===== config.mk =====
export PLATFORM = sky130hd
export DESIGN_NAME = mul_err_harness
export DESIGN_NICKNAME = d
export VERILOG_FILES = /design/src/rtl/mul_err_harness.sv
export SDC_FILE = /design/constraint.sdc
export NUM_CORES = 2
export LEC_CHECK = 0
export BUFFER_PORTS_ARGS = -buffer_cell sky130_fd_sc_hd__buf_2
export CORE_UTILIZATION = 45
export DETAILED_ROUTE_END_ITERATION = 8
export GPL_TIMING_DRIVEN = 0
export MAX_ROUTING_LAYER = met4
export PLACE_DENSITY = 0.58
export REMOVE_ABC_BUFFERS = 1
export SYNTH_ARGS = -nofsm -noshare
export SYNTH_HDL_FRONTEND = slang
export SYNTH_SLANG_ARGS = --single-unit

===== constraint.sdc =====
create_clock -name clk -period 9.9 [get_ports clk]
set_input_delay 0.495 -clock clk [delete_from_list [all_inputs] [get_ports clk]]
set_output_delay 0.495 -clock clk [all_outputs]
set_load 0.02 [all_outputs]

===== src/rtl/mul_err_harness.sv =====
module mul_err_harness #(
  parameter int LFSR_W = 48,
  parameter int OP_W   = 18,
  parameter int CNT_W  = 40,
  parameter logic [LFSR_W-1:0] TAPS   = 48'hC000_0018_0000,
  parameter logic [LFSR_W-1:0] SEED_A = 48'h9E37_79B9_7F4A,
  parameter logic [LFSR_W-1:0] SEED_B = 48'h5A5A_C3D2_E1F0
) (
  input  logic             clk,
  input  logic             rst,
  input  logic             enable,
  input  logic             fault_inj,
  output logic [CNT_W-1:0] err_count
);
  localparam int PROD_W = 2 * OP_W;

  logic [LFSR_W-1:0] lfsr_a, lfsr_b;
  logic [OP_W-1:0]   opnd_x, opnd_y;
  logic              phase;

  always_ff @(posedge clk) begin
    if (rst) begin
      lfsr_a <= SEED_A;
      lfsr_b <= SEED_B;
    end else if (enable) begin
      lfsr_a <= {lfsr_a[LFSR_W-2:0], ^(lfsr_a & TAPS)};
      lfsr_b <= {lfsr_b[LFSR_W-2:0], ^(lfsr_b & TAPS)};
    end
  end

  assign opnd_x = lfsr_a[OP_W-1:0];
  assign opnd_y = lfsr_b[LFSR_W-1 -: OP_W];

  always_ff @(posedge clk) begin
    if (rst) phase <= 1'b0;
    else     phase <= ~phase;
  end

  // fast path: operand reg, product reg, stabilize reg
  logic [OP_W-1:0]   f_x, f_y;
  logic              f_v, f_t;
  logic [PROD_W-1:0] f_p;
  logic              f_pv, f_pt, f_pf;
  logic [PROD_W-1:0] s_p;
  logic              s_v, s_t, s_f;

  always_ff @(posedge clk) begin
    if (rst) begin
      f_x <= '0; f_y <= '0; f_v <= 1'b0; f_t <= 1'b0;
      f_p <= '0; f_pv <= 1'b0; f_pt <= 1'b0; f_pf <= 1'b0;
      s_p <= '0; s_v <= 1'b0; s_t <= 1'b0; s_f <= 1'b0;
    end else begin
      f_x  <= opnd_x;
      f_y  <= opnd_y;
      f_v  <= enable;
      f_t  <= phase;
      f_p  <= (PROD_W'(f_x) * PROD_W'(f_y)) ^ PROD_W'(fault_inj);
      f_pv <= f_v;
      f_pt <= f_t;
      f_pf <= fault_inj;
      s_p  <= f_p;
      s_v  <= f_pv;
      s_t  <= f_pt;
      s_f  <= f_pf;
    end
  end

  // slow references: two-cycle multicycle paths on opposite phases
  logic [OP_W-1:0]   a_x, a_y, b_x, b_y;
  logic [PROD_W-1:0] a_p, b_p, ref_p;

  always_ff @(posedge clk) begin
    if (rst) begin
      a_x <= '0; a_y <= '0; a_p <= '0;
    end else if (!phase) begin
      a_x <= opnd_x;
      a_y <= opnd_y;
      a_p <= PROD_W'(a_x) * PROD_W'(a_y);
    end
  end

  always_ff @(posedge clk) begin
    if (rst) begin
      b_x <= '0; b_y <= '0; b_p <= '0;
    end else if (phase) begin
      b_x <= opnd_x;
      b_y <= opnd_y;
      b_p <= PROD_W'(b_x) * PROD_W'(b_y);
    end
  end

  assign ref_p = s_t ? b_p : a_p;

  logic mismatch;
  assign mismatch = s_v && (s_p != ref_p);

  always_ff @(posedge clk) begin
    if (rst)
      err_count <= '0;
    else if (enable && mismatch && (err_count != '1))
      err_count <= err_count + CNT_W'(1);
  end


  lfsr_nonzero_chk: assert property (@(posedge clk) disable iff (rst)
    (lfsr_a != '0) && (lfsr_b != '0));

  lfsr_hold_chk: assert property (@(posedge clk) disable iff (rst)
    !enable |=> $stable(lfsr_a) && $stable(lfsr_b));

  phase_toggle_chk: assert property (@(posedge clk) disable iff (rst)
    phase |=> !phase);

  ref_agree_chk: assert property (@(posedge clk) disable iff (rst)
    (s_v && !s_f) |-> (s_p == ref_p));

  fault_flip_chk: assert property (@(posedge clk) disable iff (rst)
    (s_v && s_f) |-> (s_p != ref_p));

  count_step_chk: assert property (@(posedge clk) disable iff (rst)
    !$isunknown(err_count) |=> (err_count == $past(err_count)) ||
                               (err_count == $past(err_count) + CNT_W'(1)));

  count_idle_chk: assert property (@(posedge clk) disable iff (rst)
    !enable |=> $stable(err_count));

  count_sat_chk: assert property (@(posedge clk) disable iff (rst)
    (err_count == '1) |=> (err_count == '1));
endmodule


==> results.yml <==
yosys:
  synthFlopType: "dfxtp_1"
  yosys_warnings: 0
  synth.ff_latch_count: 395
  synth_area_um2: 45500
  synth_top_area_cell: "fa_1"
  ys_seq_area_frac: 0.174
  avgSynthCellArea_um2: 9.13
  synth_commonest_cells: "inv_1, fa_1, nand2_1"
  yosysTopAreaCellShare: 0.338
  synthArstFlopShare: 0
  netlist_instances: 4982
  yosysMostFrequentCell: "inv_1"
  yosysUniqueCellTypes: 69
  synth_edf_count: 0
  synth_area_leaders: "fa_1, dfxtp_1, ha_1, inv_1, and2_1"
worst_setup_path:
  crit_top_cell: "fa_1"
  cp_max_fo: 19
  slowest_delay_ns: 1.10
  worst_setup_path_start_kind: "flip-flop"
  critPathKind: "reg2reg"
  crit_family: "adder cells"
  cpMaxStageDelayCell: "dfxtp_1"
  arrival_ns: 7.61
  cp_cell_sequence: "nand2_1 -> fa_1 -> fa_1 -> fa_1 -> fa_1 -> inv_1 -> fa_1 -> inv_1 -> fa_1 -> inv_1 -> ha_1 -> nand3_1 -> nor3_1 -> a211oi_1 -> a221oi_1 -> o21ai_1 -> a211oi_1 -> a31oi_1 -> xnor2_1 -> a22o_1"
  cp.required_ns: 10.38
  end_kind: "flip-flop"
  rrSetupSlack_ns: 2.77
  crit_buf_inv: 3
  cp.depth: 20
  reg2regPathDepth: 20
sta:
  slew_headroom: 0.189
  drv_slew: 0
  worst-slew-pin-transition_ns: 1.22
  finalCritPeriodShare: 0.720
  max_freq_mhz: 140
  timing.final.ws_setup_ns: 2.77
  rsz0062_at_grt: "no"
  skew_ns: 0.0421
  setup_viol: 0
  period_minus_slack_ns: 7.13
  whs_ns: 0.221
  timing_hold_violations_final: 0
detailed_routing:
  viasPerCell: 5.11
  drcViolationCount: 0
  vias: 31373
  drt_iter0_markers: 1627
  firstDrtPassIters: 5
  drtAntennaViolNets: 0
  wirelength_um: 107000
  wl_per_cell_um: 17.5
place:
  hpwl_um: 83100
  dpl_cell_area_um2: 46500
  io_buffers: 43
  globalplace.congestion: 0.834
  post-place-ws_ns: 2.72
clock_network:
  cts_setup_buffers: 0
  insertion_delay_ns: 0.60
  cts_tree: "yes"
  cts-root-buf: "clkbuf_16"
  clock_path_buffers: 3
  numCtsBuffers: 42
  clkTransAtPathRegs_ns: 0.06
  post_cts_resized: 0
  cts.sink_count: 395
  cts_hold_buf: 0
  cts_max_level: 2
hold_path:
  hold_class: "in2reg"
  hold_path_depth: 3
flow_run:
  drv_cap: 0
global_routing:
  antenna_found_initial: 1
  grt_pass1_wl_um: 179000
  grtUsageTotal: 0.225
  grt_max_degree: 120
  grt_pass1_vias: 32744
  grt_overflow: 0
layout:
  final_nets: 5910
  fin_util: 0.479
  drive_gt1_frac: 0.0291
  synthToLayoutAreaGrowth_pct: 5.44
  stdcell_area_um2: 48000
die:
  rows: 116
  io_pins: 44
  coreArea_um2: 100000
  die_w_um: 320
  die_h_um: 320
  dieArea_um2: 102000
  start_util: 0.454
run_status:
  status: "complete, no violations"
power_and_ir_drop:
  finalPower_mw: 6.15
  leakagePower_nw: 23.7
  power_density_nw_per_um2: 128
  ir_worst_vdd_mv: 0.117
==> cells by family after synthesis <==
logic type	share of synthesized area
buffers and inverters	0.100
adders and majority gates	0.429
AOI/OAI and AO/OA	0.0572
and+or+nand+nor	0.171
muxes	0.0384
DFF	0.174
xor gates and xnor gates	0.0302
==> state kept, by name, summed over array words and instances (netlist names), 18 cells and up <==
signal and cells:
a_y 18, f_y 18, f_x 18, b_x 18, lfsr_a 48, err_count 40, b_p 36, s_p 36
a_p 36, a_x 18, b_y 18, lfsr_b 48, f_p 36
==> routing by layer <==
| metal | vias up | wire length [µm] | GRT usage |
|---|---|---|---|
| li1 | 14756 | - | - |
| met1 | 15931 | 49600 | 0.302 |
| met2 | 561 | 51800 | 0.375 |
| met3 | 125 | 3750 | 0.0179 |
| met4 | 0 | 2060 | 0.0442 |
| met5 | - | 0 | - |
==> where the power goes <==
group	switching (mW)	internal, mW	total (mW)
clock	0.700	0.969	1.67
combinational	1.38	1.02	2.40
sequential	0.318	1.76	2.08
total	2.40	3.75	6.15
==> placed cells by master (no fill, tap or decap), types with 9 or more instances in the layout <==
| cell type | n |
|---|---|
| dfxtp_1 | 393 |
| xnor2_1 | 121 |
| o21bai_1 | 18 |
| nand3_1 | 30 |
| clkbuf_8 | 9 |
| xor2_1 | 36 |
| a31oi_1 | 11 |
| and2_1 | 450 |
| a21oi_1 | 103 |
| ha_1 | 331 |
| nor2_1 | 252 |
| inv_1 | 924 |
| a211oi_1 | 16 |
| a211o_1 | 56 |
| nand2_1 | 592 |
| mux2i_1 | 172 |
| a21o_1 | 44 |
| nor2b_1 | 143 |
| o21a_1 | 12 |
| nand4_1 | 13 |
| nor4_1 | 25 |
| nand2b_1 | 16 |
| and3_1 | 15 |
| fa_1 | 768 |
| nor3_1 | 25 |
| buf_2 | 41 |
| clkbuf_16 | 42 |
| a22o_1 | 27 |
| o21ai_0 | 43 |
==> through the flow <==
stage / cells / TNS (ns)
floorplan: 4713 / 0
global placement: 6054 / -7.99
detailed placement: 6061 / 0
CTS: 6137 / 0
global route: 6137 / 0
finish: 6138 / 0
==> cell type report <==
class                           count  area, µm²
Clock inverter                     18        278
Clock buffer                       58       1200
Timing Repair Buffer               50        424
Multi-Input combinational cell   3393      33000
Antenna cell                        1       2.50
Fill cell                        9614      52200
Sequential cell                   395       7910
Inverter                          925       3470
Tap cell                         1298       1620
==> worst paths after layout <==
check / startpoint / end
setup / recovery: a_x[10] / a_p[30]
hold / removal: fault_inj / f_p[0]
setup reg to reg: a_x[10] / a_p[30]
hold reg to reg: f_pt / s_t
==> worst register-to-register path: stages, from the launching register on <==
cell,delay [ns]
dfxtp_1,1.10
nand2_1,0.21
fa_1,0.55
fa_1,0.57
fa_1,0.46
fa_1,0.55
inv_1,0.05
fa_1,0.47
inv_1,0.05
fa_1,0.48
inv_1,0.05
ha_1,0.34
nand3_1,0.17
nor3_1,0.28
a211oi_1,0.16
a221oi_1,0.39
o21ai_1,0.20
a211oi_1,0.42
a31oi_1,0.18
xnor2_1,0.15
a22o_1,0.19
Note: power is estimated with default switching activity, not from simulation.
